### config.mk
export PLATFORM = sky130hd
export DESIGN_NAME = shared_bus_arbiter
export DESIGN_NICKNAME = d
export VERILOG_FILES = /design/src/rtl/sba_pkg.sv /design/src/rtl/sba_reset_sync.sv /design/src/rtl/sba_rr_pick.sv /design/src/rtl/sba_bus_watch.sv /design/src/rtl/sba_grant_ctl.sv /design/src/rtl/shared_bus_arbiter.sv
export SDC_FILE = /design/constraint.sdc
export NUM_CORES = 1
export LEC_CHECK = 0
export BUFFER_PORTS_ARGS = -buffer_cell sky130_fd_sc_hd__buf_2
export CORE_AREA = 2 2 39 41
export CTS_CLUSTER_SIZE = 28
export DETAILED_ROUTE_END_ITERATION = 10
export DIE_AREA = 0 0 41 43
export PLACE_DENSITY = 0.64
export REMOVE_ABC_BUFFERS = 1
export SYNTH_ARGS = -nofsm -noshare
export SYNTH_HDL_FRONTEND = slang
export SYNTH_SLANG_ARGS = --single-unit
### constraint.sdc
create_clock -name clk -period 4.7 [get_ports clk]
set_input_delay 1.175 -clock clk [delete_from_list [all_inputs] [get_ports clk]]
set_output_delay 1.175 -clock clk [all_outputs]
set_load 0.02 [all_outputs]
### src/rtl/sba_pkg.sv
package sba_pkg;
  // width of an index able to address n masters
  function automatic int unsigned idx_w(input int unsigned n);
    return (n > 1) ? $clog2(n) : 1;
  endfunction
endpackage

### src/rtl/sba_reset_sync.sv
module sba_reset_sync (
  input  logic clk,
  input  logic rst_n_in,
  output logic rst_n_out
);
  logic [1:0] stage_q;

  always_ff @(posedge clk or negedge rst_n_in) begin
    if (!rst_n_in) begin
      stage_q <= 2'b00;
    end else begin
      stage_q <= {stage_q[0], 1'b1};
    end
  end

  assign rst_n_out = stage_q[1];
endmodule

### src/rtl/sba_rr_pick.sv
module sba_rr_pick #(
  parameter int unsigned N_MASTERS = 4,
  localparam int unsigned IW = sba_pkg::idx_w(N_MASTERS)
) (
  input  logic [N_MASTERS-1:0] req,
  input  logic [IW-1:0]        last_idx,
  output logic                 any,
  output logic [IW-1:0]        pick_idx
);
  logic [IW:0] cand;

  // scan from the largest offset down so the nearest requester is written last
  always_comb begin
    any      = 1'b0;
    pick_idx = '0;
    cand     = '0;
    for (int off = N_MASTERS - 1; off >= 0; off--) begin
      cand = {1'b0, last_idx} + (IW+1)'(off) + (IW+1)'(1);
      if (cand >= (IW+1)'(N_MASTERS)) begin
        cand = cand - (IW+1)'(N_MASTERS);
      end
      if (req[cand[IW-1:0]]) begin
        any      = 1'b1;
        pick_idx = cand[IW-1:0];
      end
    end
  end
endmodule

### src/rtl/sba_bus_watch.sv
module sba_bus_watch #(
  parameter int unsigned N_MASTERS = 4,
  localparam int unsigned IW = sba_pkg::idx_w(N_MASTERS)
) (
  input  logic          clk,
  input  logic          rst_n,
  input  logic          frame_n,
  input  logic          irdy_n,
  input  logic          gnt_vld,
  input  logic [IW-1:0] gnt_idx,
  output logic [IW-1:0] owner_idx
);
  logic          armed_q, armed_d;
  logic [IW-1:0] armed_idx_q, armed_idx_d;
  logic [IW-1:0] owner_q, owner_d;
  logic          bus_idle, start_seen, en;

  assign bus_idle   = frame_n & irdy_n;
  // granted on an idle bus at the last edge, frame asserted at this edge
  assign start_seen = armed_q & ~frame_n;

  always_comb begin
    armed_d     = bus_idle & gnt_vld;
    armed_idx_d = gnt_idx;
    owner_d     = start_seen ? armed_idx_q : owner_q;
    en          = (armed_d != armed_q) || (armed_idx_d != armed_idx_q) || (owner_d != owner_q);
  end

  always_ff @(posedge clk or negedge rst_n) begin
    if (!rst_n) begin
      armed_q     <= 1'b0;
      armed_idx_q <= '0;
      owner_q     <= '0;
    end else if (en) begin
      armed_q     <= armed_d;
      armed_idx_q <= armed_idx_d;
      owner_q     <= owner_d;
    end
  end

  assign owner_idx = owner_q;
endmodule

### src/rtl/sba_grant_ctl.sv
module sba_grant_ctl #(
  parameter int unsigned N_MASTERS     = 4,
  parameter bit          PARK_ON_RESET = 1'b1,
  localparam int unsigned IW = sba_pkg::idx_w(N_MASTERS)
) (
  input  logic                 clk,
  input  logic                 rst_n,
  input  logic                 pick_any,
  input  logic [IW-1:0]        pick_idx,
  input  logic [IW-1:0]        owner_idx,
  output logic                 gnt_vld,
  output logic [IW-1:0]        gnt_idx,
  output logic [N_MASTERS-1:0] gnt_hot
);
  localparam logic RST_VLD = PARK_ON_RESET;

  logic          vld_q, vld_d;
  logic [IW-1:0] idx_q, idx_d;
  logic          park_ok_q, park_ok_d;
  logic          en;

  always_comb begin
    vld_d     = vld_q;
    idx_d     = idx_q;
    park_ok_d = park_ok_q;
    if (vld_q) begin
      // another master wins: open the one-cycle handover gap
      if (pick_any && (pick_idx != idx_q)) begin
        vld_d = 1'b0;
      end
    end else if (pick_any) begin
      vld_d     = 1'b1;
      idx_d     = pick_idx;
      park_ok_d = 1'b1;
    end else if (park_ok_q) begin
      vld_d = 1'b1;
      idx_d = owner_idx;
    end
    en = (vld_d != vld_q) || (idx_d != idx_q) || (park_ok_d != park_ok_q);
  end

  always_ff @(posedge clk or negedge rst_n) begin
    if (!rst_n) begin
      vld_q     <= RST_VLD;
      idx_q     <= '0;
      park_ok_q <= RST_VLD;
    end else if (en) begin
      vld_q     <= vld_d;
      idx_q     <= idx_d;
      park_ok_q <= park_ok_d;
    end
  end

  for (genvar gi = 0; gi < N_MASTERS; gi++) begin : g_dec
    assign gnt_hot[gi] = vld_q && (idx_q == IW'(gi));
  end

  assign gnt_vld = vld_q;
  assign gnt_idx = idx_q;
endmodule

### src/rtl/shared_bus_arbiter.sv
module shared_bus_arbiter #(
  parameter int unsigned N_MASTERS     = 4,
  parameter bit          PARK_ON_RESET = 1'b1
) (
  input  logic                 clk,
  input  logic                 rst_n,
  input  logic [N_MASTERS-1:0] req_n,
  input  logic                 frame_n,
  input  logic                 irdy_n,
  output logic [N_MASTERS-1:0] gnt_n
);
  localparam int unsigned IW = sba_pkg::idx_w(N_MASTERS);

  logic                 rst_core_n;
  logic                 pick_any;
  logic [IW-1:0]        pick_idx;
  logic [IW-1:0]        owner_idx;
  logic                 gnt_vld;
  logic [IW-1:0]        gnt_idx;
  logic [N_MASTERS-1:0] gnt_hot;

  sba_reset_sync u_rst (
    .clk       (clk),
    .rst_n_in  (rst_n),
    .rst_n_out (rst_core_n)
  );

  sba_rr_pick #(.N_MASTERS(N_MASTERS)) u_pick (
    .req      (~req_n),
    .last_idx (owner_idx),
    .any      (pick_any),
    .pick_idx (pick_idx)
  );

  sba_bus_watch #(.N_MASTERS(N_MASTERS)) u_watch (
    .clk       (clk),
    .rst_n     (rst_core_n),
    .frame_n   (frame_n),
    .irdy_n    (irdy_n),
    .gnt_vld   (gnt_vld),
    .gnt_idx   (gnt_idx),
    .owner_idx (owner_idx)
  );

  sba_grant_ctl #(.N_MASTERS(N_MASTERS), .PARK_ON_RESET(PARK_ON_RESET)) u_gnt (
    .clk       (clk),
    .rst_n     (rst_core_n),
    .pick_any  (pick_any),
    .pick_idx  (pick_idx),
    .owner_idx (owner_idx),
    .gnt_vld   (gnt_vld),
    .gnt_idx   (gnt_idx),
    .gnt_hot   (gnt_hot)
  );

  assign gnt_n = ~gnt_hot;
endmodule

# --- Word-level counts from Yosys, hierarchy flattened ---
# Index checks and enable logic that the tools add are counted.
word_totals:
  regBits: 11
  latchBits: 0
  mem_bits_rw: 0
  romBits: 0
  in_bits: 8
  output_inout_bits: 4
  mem_count: 0
classes:
  add_sub_neg: 10
  mul: 0
  div_mod_pow: 0
  n_lt_le_gt_ge: 8
  n_eq_ne: 10
  shifts: 0
  muxes: 30
  n_bitwise: 6
  n_reduce_logical: 10
op_table:
  columns: ["cell", "n"]
  rows:
  - ["$mux W2", 12]
  - ["$mux W1", 14]
  - ["$ge A3 B3 Y1 const B", 4]
  - ["$lt A2 B3 Y1 const B", 4]
  - ["$add A3 B1 Y3 const B", 3]
  - ["$bmux W1 S2", 4]
  - ["$ne A2 B2 Y1", 4]
  - ["$not A4 Y4", 2]
  - ["$sub A2 B1 Y2 const B", 4]
  - ["$add A2 B2 Y3 const B", 2]
  - ["$logic_and A1 B1 Y1", 5]
  - ["$eq A2 B2 Y1 const B", 2]
  - ["$logic_or A1 B1 Y1", 4]
  - ["$add A2 B1 Y3 const B", 1]
  - ["$and A1 B1 Y1", 3]
  - ["$ne A1 B1 Y1", 3]
  - ["$eq A2 B1 Y1 const B", 1]
  - ["$logic_not A2 Y1", 1]
  - ["$not A1 Y1", 1]

# --- Depth between registers and ports, before layout ---
# Gate-level depths: netlist of the first run.
logic_depth:
  depth_word: 17
  ltp_mapped: 6
  ltp_nobuf: 5

# --- Cells and area by module ---
# From an unflattened synthesis of the first run, not the netlist that was laid out.
unflattened:
  cells_unflattened: 59
  hier_area_um2: 571.8
by_module_without_submodules:
  columns: ["mod", "n_inst", "cells_each", "area_per_inst_um2", "seq_area_each_um2"]
  rows:
  - ["sba_grant_ctl", 1, 23, 220.2, 102.6]
  - ["sba_bus_watch", 1, 11, 183.9, 125.1]
  - ["sba_rr_pick", 1, 14, 83.8, 0.0]
  - ["sba_reset_sync", 1, 3, 53.8, 50.0]
  - ["shared_bus_arbiter", 1, 8, 30.0, 0.0]

# --- Worst setup path after synthesis of the first run ---
# OpenSTA, ideal clock, no wires.
synth_path:
  path_type: "flip-flop to output port"
  start: "register u_gnt.vld_q (netlist: u_gnt.gnt_vld)"
  end: "output port gnt_n[0]"
  t_arrival_ns: 1.311
  t_required_ns: 3.525
  path_slack_ns: 2.214
  path_stages_with_launch: 3
  cell_sequence: "dfstp_2 > clkbuf_1 > or3b_2"
synth_via:
  elab_chain_cells: 2
synth_lines:
  columns: ["item", "line_no", "source"]
  rows:
  - ["start, declared", "sba_grant_ctl.sv:17", "logic vld_q, vld_d;"]
  - ["start signal, assigned", "sba_grant_ctl.sv:48", "vld_q <= vld_d;"]
  - ["$logic_and A1 B1 Y1", "sba_grant_ctl.sv:55", "assign gnt_hot[gi] = vld_q && (idx_q == IW'(gi));"]
  - ["$not A4 Y4", "shared_bus_arbiter.sv:56", "assign gnt_n = ~gnt_hot;"]
  - ["end, declared", "shared_bus_arbiter.sv:10", "output logic [N_MASTERS-1:0] gnt_n"]
# No other way between the ends.

# --- Worst setup path in the final report of the first run ---
# Ends and elaborated chain as after synthesis.

==> results.sh, run 1 <==
export IMPL_critPathLaunchType="flip-flop"
export IMPL_setup_viol=0
export IMPL_cts_tree="built"
export IMPL_syn_area_sq_um=558
export IMPL_power_uw=367
export IMPL_htree_levels=1
export IMPL_area_growth_pct=14.1
export IMPL_r2r_cells=5
export IMPL_firstDrtPassIters=4
export IMPL_synth_top_cell_area_share=0.404
export IMPL_antenna_found_initial=0
export IMPL_gr_total_overflow=0
export IMPL_worstSetupEndpoint="gnt_n[0]"
export IMPL_dpl_hpwl_microns=706
export IMPL_drive_gt1_frac=0.303
export IMPL_cp_slowest_cell="dfstp_2"
export IMPL_path_buf_inv=1
export IMPL_track_usage=0.134
export IMPL_coreArea_sq_um=1380
export IMPL_critPathCaptureType="primary output"
export IMPL_power_density_nw_per_um2=576
export IMPL_ctsHoldBuffers=0
export IMPL_ys_top_cells_by_area="dfrtp_1 40%, dfstp_2 9.4%, mux2_2 4.0%, a21oi_1 2.7%, nand3_1 2.7%"
export IMPL_critPathMaxFanout=14
export IMPL_post_drt_wl_per_cell_microns=11.9
export IMPL_final_area_sq_um=637
export IMPL_clock_path_buffers=2
export IMPL_min_period_ns=2.71
export IMPL_critPathTopFamily="flip-flops"
export IMPL_postCtsSetupRepairBufs=0
export IMPL_rows=14
export IMPL_grt_pass1_vias=361
export IMPL_die_h_microns=43
export IMPL_rr_endpoint="u_gnt.gnt_vld"
export IMPL_min_path_type="reg -> async"
export IMPL_placement_cell_area_sq_um=611
export IMPL_critPathKind="reg -> out"
export IMPL_start_util=0.403
export IMPL_max_freq_mhz=369
export IMPL_final_nets=75
export IMPL_crit_start="u_gnt.gnt_vld"
export IMPL_post_route_period_util=0.576
export IMPL_grt_pass1_wl_microns=1590
export IMPL_hold_viol_final=0
export IMPL_port_buffers=11
export IMPL_yosys_warnings=0
export IMPL_routed_wl_microns=977
export IMPL_vias=441
export IMPL_grt_max_degree=15
export IMPL_cp_data_required_time_ns=3.52
export IMPL_leakage_nw=0.288
export IMPL_io_pin_count=12
export IMPL_ys_ff_latch=11
export IMPL_cts_root_buffer="clkbuf_4"
export IMPL_antenna_left=0
export IMPL_setup_tns_ns=0
export IMPL_drv_slew=0
export IMPL_cts_resized=0
export IMPL_slowest_delay_ns=0.65
export IMPL_n_antenna_cell=0
export IMPL_synth_distinct_cells=29
export IMPL_drt_iter0_markers=8
export IMPL_die_w_microns=41
export IMPL_cts_sinks=11
export IMPL_cp_arrival_ns=1.53
export IMPL_ys_seq_area_frac=0.498
export IMPL_avgViaCountPerCell=5.38
export IMPL_fin_skew_ns=0.00611
export IMPL_reg2reg_from="u_watch.owner_idx[1]"
export IMPL_status="completed"
export IMPL_numCtsBuffers=3
export IMPL_drc=0
export IMPL_peakVddDrop_v=0.000319
export IMPL_grt_setup_unrepaired="false"
export IMPL_clkLatencyLatePin_ns=0.26
export IMPL_place_gp_congestion=0.693
export IMPL_syn_area_per_cell_sq_um=10.1
export IMPL_fin_util=0.460
export IMPL_reg2reg_slack_ns=3.14
export IMPL_cts_clk_slew_worst_paths_ns=0.07
export IMPL_crit_chain="or3b_2, buf_2"
export IMPL_syn_inst=55
export IMPL_cap_violations=0
export IMPL_crit_cells=2
export IMPL_yosys_area_top_type="dfrtp_1"
export IMPL_die_area_sq_um=1760
## layer usage
| layer | track usage | wire length, microns |
|---|---|---|
| met2 | 0.166 | 462 |
| met5 | 0 | 0 |
| met4 | 0.0600 | 0 |
| met3 | 0.0314 | 68 |
| met1 | 0.216 | 446 |
## report_power, final
part	internal (mW)	leakage (nW)	switching, mW
logic	0.0667	0.143	0.0605
clock network	0.0327	0.0150	0.0278
registers	0.131	0.131	0.0480
## synth_stat cells
cell	number
nand3_1	3
nand2b_1	1
inv_1	2
nand3b_1	2
o2111ai_1	1
nor3_1	2
nand2_1	4
or3b_1	1
or3b_2	1
a32oi_1	1
o21ai_0	1
a21oi_1	3
and4b_1	1
dfrtp_1	9
o32ai_1	1
nand4_1	2
conb_1	1
a21o_1	1
buf_6	1
mux2_4	1
or3_1	1
mux2_2	2
dfstp_2	2
nor2_1	2
o22ai_1	1
and3_1	2
clkbuf_1	3
o21bai_1	2
nor2b_1	1
## worst min path at each step
stage	startpoint	end	slack [ns]
after CTS	u_rst.stage_q[1]	u_watch.armed_q	0.15
after floorplan	u_rst.stage_q[1]	u_gnt.gnt_idx[0]	0.11
after global placement	u_rst.stage_q[1]	u_watch.armed_idx_q[0]	0.14
after global routing	u_rst.stage_q[1]	u_watch.armed_idx_q[0]	0.18
final	u_rst.stage_q[1]	u_gnt.gnt_idx[1]	0.13
after detailed placement	u_rst.stage_q[1]	u_gnt.gnt_idx[0]	0.15
## area by class of cell
class,count,area [sq um]
repair buffers,11,55.1
well taps,16,20.0
multi-input cells,38,250
clock buffers,4,26.3
inverters,2,7.51
fillers,136,747
flip-flops and latches,11,278
## metrics by stage
stage / cells / worst slack (ns) / hold slack, ns
4_1_cts: 82 / 1.98 / 0.146
2_1_floorplan: 51 / 2.40 / 0.106
5_1_grt: 82 / 1.92 / 0.181
6_report: 82 / 1.99 / 0.132
3_3_place_gp: 78 / 2.29 / 0.143
3_5_place_dp: 78 / 2.28 / 0.150
## cell usage in the layout, fill, tap and decap left out, drive strengths merged, types with 2 or more instances in the layout
cell type / synthesis / final
a21oi: 3 / 3
and3: 2 / 2
buf: 1 / 11
clkbuf: 3 / 4
dfrtp: 9 / 9
dfstp: 2 / 2
inv: 2 / 2
mux2: 3 / 3
nand2: 4 / 4
nand3: 3 / 3
nand3b: 2 / 2
nand4: 2 / 2
nor2: 2 / 2
nor3: 2 / 2
o21bai: 2 / 2
or3b: 2 / 2
## cell families after synthesis
logic type / after synthesis / share of synthesized area
and+or+nand+nor: 23 / 0.240
AOI/OAI and AO/OA: 11 / 0.135
DFF: 11 / 0.498
buffers and inverters: 6 / 0.0538
muxes: 3 / 0.0673
other: 1 / 0.00672
## flip-flops by register name, indices dropped and copies added (netlist names)
name                 count
u_watch.armed_q          1
u_watch.armed_idx_q      2
u_watch.owner_idx        2
u_gnt.park_ok_q          1
u_gnt.gnt_idx            2
u_rst.stage_q            2
u_gnt.gnt_vld            1
No activity file was read; power rests on OpenSTA's default activity.
==> run 2, diff against run 1 <==
==> constraint.sdc (replaced) <==
create_clock -name clk -period 2.8 [get_ports clk]
set_input_delay 0.7 -clock clk [delete_from_list [all_inputs] [get_ports clk]]
set_output_delay 0.7 -clock clk [all_outputs]
set_load 0.02 [all_outputs]
==> run 2 against run 1 <==
Global-route usage grew 1.4 points. Sequential share of layout area is the same. Register-to-register slack lost 1.9 ns. Critical endpoint unchanged. Highest routed layer unchanged.
==> results.sh, run 2 (synthesized netlist as in run 1, its figures left out) <==
export IMPL_cts_root_buffer="clkbuf_4"
export IMPL_routed_wl_microns=998
export IMPL_cp_data_required_time_ns=2.10
export IMPL_place_gp_congestion=0.693
export IMPL_area_growth_pct=14.1
export IMPL_min_period_ns=2.24
export IMPL_avgViaCountPerCell=5.50
export IMPL_track_usage=0.149
export IMPL_setup_viol=0
export IMPL_cp_arrival_ns=1.54
export IMPL_antenna_left=0
export IMPL_drc=0
export IMPL_coreArea_sq_um=1380
export IMPL_peakVddDrop_v=0.000390
export IMPL_critPathMaxFanout=14
export IMPL_numCtsBuffers=3
export IMPL_antenna_found_initial=0
export IMPL_cts_clk_slew_worst_paths_ns=0.07
export IMPL_ctsHoldBuffers=0
export IMPL_grt_pass1_vias=376
export IMPL_dp_slack_ns=0.859
export IMPL_max_freq_mhz=447
export IMPL_drive_gt1_frac=0.303
export IMPL_leakage_nw=0.288
export IMPL_firstDrtPassIters=4
export IMPL_cap_violations=0
export IMPL_gr_total_overflow=0
export IMPL_rows=14
export IMPL_cts_resized=0
export IMPL_vias=451
export IMPL_die_area_sq_um=1760
export IMPL_critPathLaunchType="flip-flop"
export IMPL_status="completed"
export IMPL_cts_tree="built"
export IMPL_post_route_period_util=0.799
export IMPL_grt_pass1_wl_microns=1680
export IMPL_hold_viol_final=0
export IMPL_clock_path_buffers=2
export IMPL_fin_skew_ns=0.00700
export IMPL_port_buffers=11
export IMPL_cts_sinks=11
export IMPL_die_w_microns=41
export IMPL_grt_setup_unrepaired="false"
export IMPL_power_density_nw_per_um2=968
export IMPL_setup_slack_ns=0.561
export IMPL_final_area_sq_um=637
export IMPL_postCtsSetupRepairBufs=0
export IMPL_start_util=0.403
export IMPL_placement_cell_area_sq_um=611
export IMPL_holdWs_ns=0.125
export IMPL_layout_common_cells="11 x buf_2, 9 x dfrtp_1, 4 x nand2_1"
export IMPL_drv_slew=0
export IMPL_htree_levels=1
export IMPL_critPathCaptureType="primary output"
export IMPL_final_common_cell="buf_2"
export IMPL_post_drt_wl_per_cell_microns=12.2
export IMPL_dpl_hpwl_microns=734
export IMPL_n_antenna_cell=0
export IMPL_min_path_type="reg -> async"
export IMPL_critPathKind="reg -> out"
export IMPL_final_nets=75
export IMPL_drt_iter0_markers=13
export IMPL_die_h_microns=43
export IMPL_io_pin_count=12
export IMPL_grt_max_degree=15
export IMPL_clkLatencyLatePin_ns=0.27
export IMPL_fin_util=0.460
export IMPL_setup_tns_ns=0
run 2: cell counts in the layout (fill, tap and decap cells not counted):
No cell type changed its count.
run 2: worst max-delay path, cell delays in order, from the launching register on:
cell and delay (ns):
dfstp_2 0.65, or3b_2 0.45, buf_2 0.17
run 2: layout make-up:
type                    instances  area [sq um]
well taps                      16          20.0
inverters                       2          7.51
fillers                       131           747
repair buffers                 11          55.1
clock buffers                   4          26.3
flip-flops and latches         11           278
multi-input cells              38           250
run 2: worst paths after layout:
path                                            from  cells after the start                to  slack (ns)
worst max register to register  u_watch.owner_idx[1]                      5     u_gnt.gnt_vld        1.24
worst min register to register      u_rst.stage_q[1]                      0  u_gnt.gnt_idx[1]        0.12
worst min-delay path                u_rst.stage_q[1]                      0  u_gnt.gnt_idx[1]        0.12
max in group asynchronous           u_rst.stage_q[1]                      0   u_gnt.park_ok_q        2.38
min in group clk                    u_rst.stage_q[0]                      0  u_rst.stage_q[1]        0.36
worst max-delay path                   u_gnt.gnt_vld                      2          gnt_n[0]        0.56
run 2: metal layers:
layer,track usage,part of all wire
met1,0.216,0.44
met2,0.181,0.51
met3,0.0314,0.049
met4,0.120,0
met5,0,0
run 2: power breakdown:
part           leakage [nW]  internal [mW]  switching [mW]  total [mW]
clock                0.0150         0.0551          0.0495       0.105
combinational         0.143          0.112          0.0997       0.211
sequential            0.131          0.220          0.0804       0.300
run 2: through the flow:
| stage | total power [mW] | cells |
|---|---|---|
| floorplan | 0.445 | 51 |
| global placement | 0.510 | 78 |
| detailed placement | 0.516 | 78 |
| CTS | 0.628 | 82 |
| global route | 0.673 | 82 |
| finish | 0.616 | 82 |
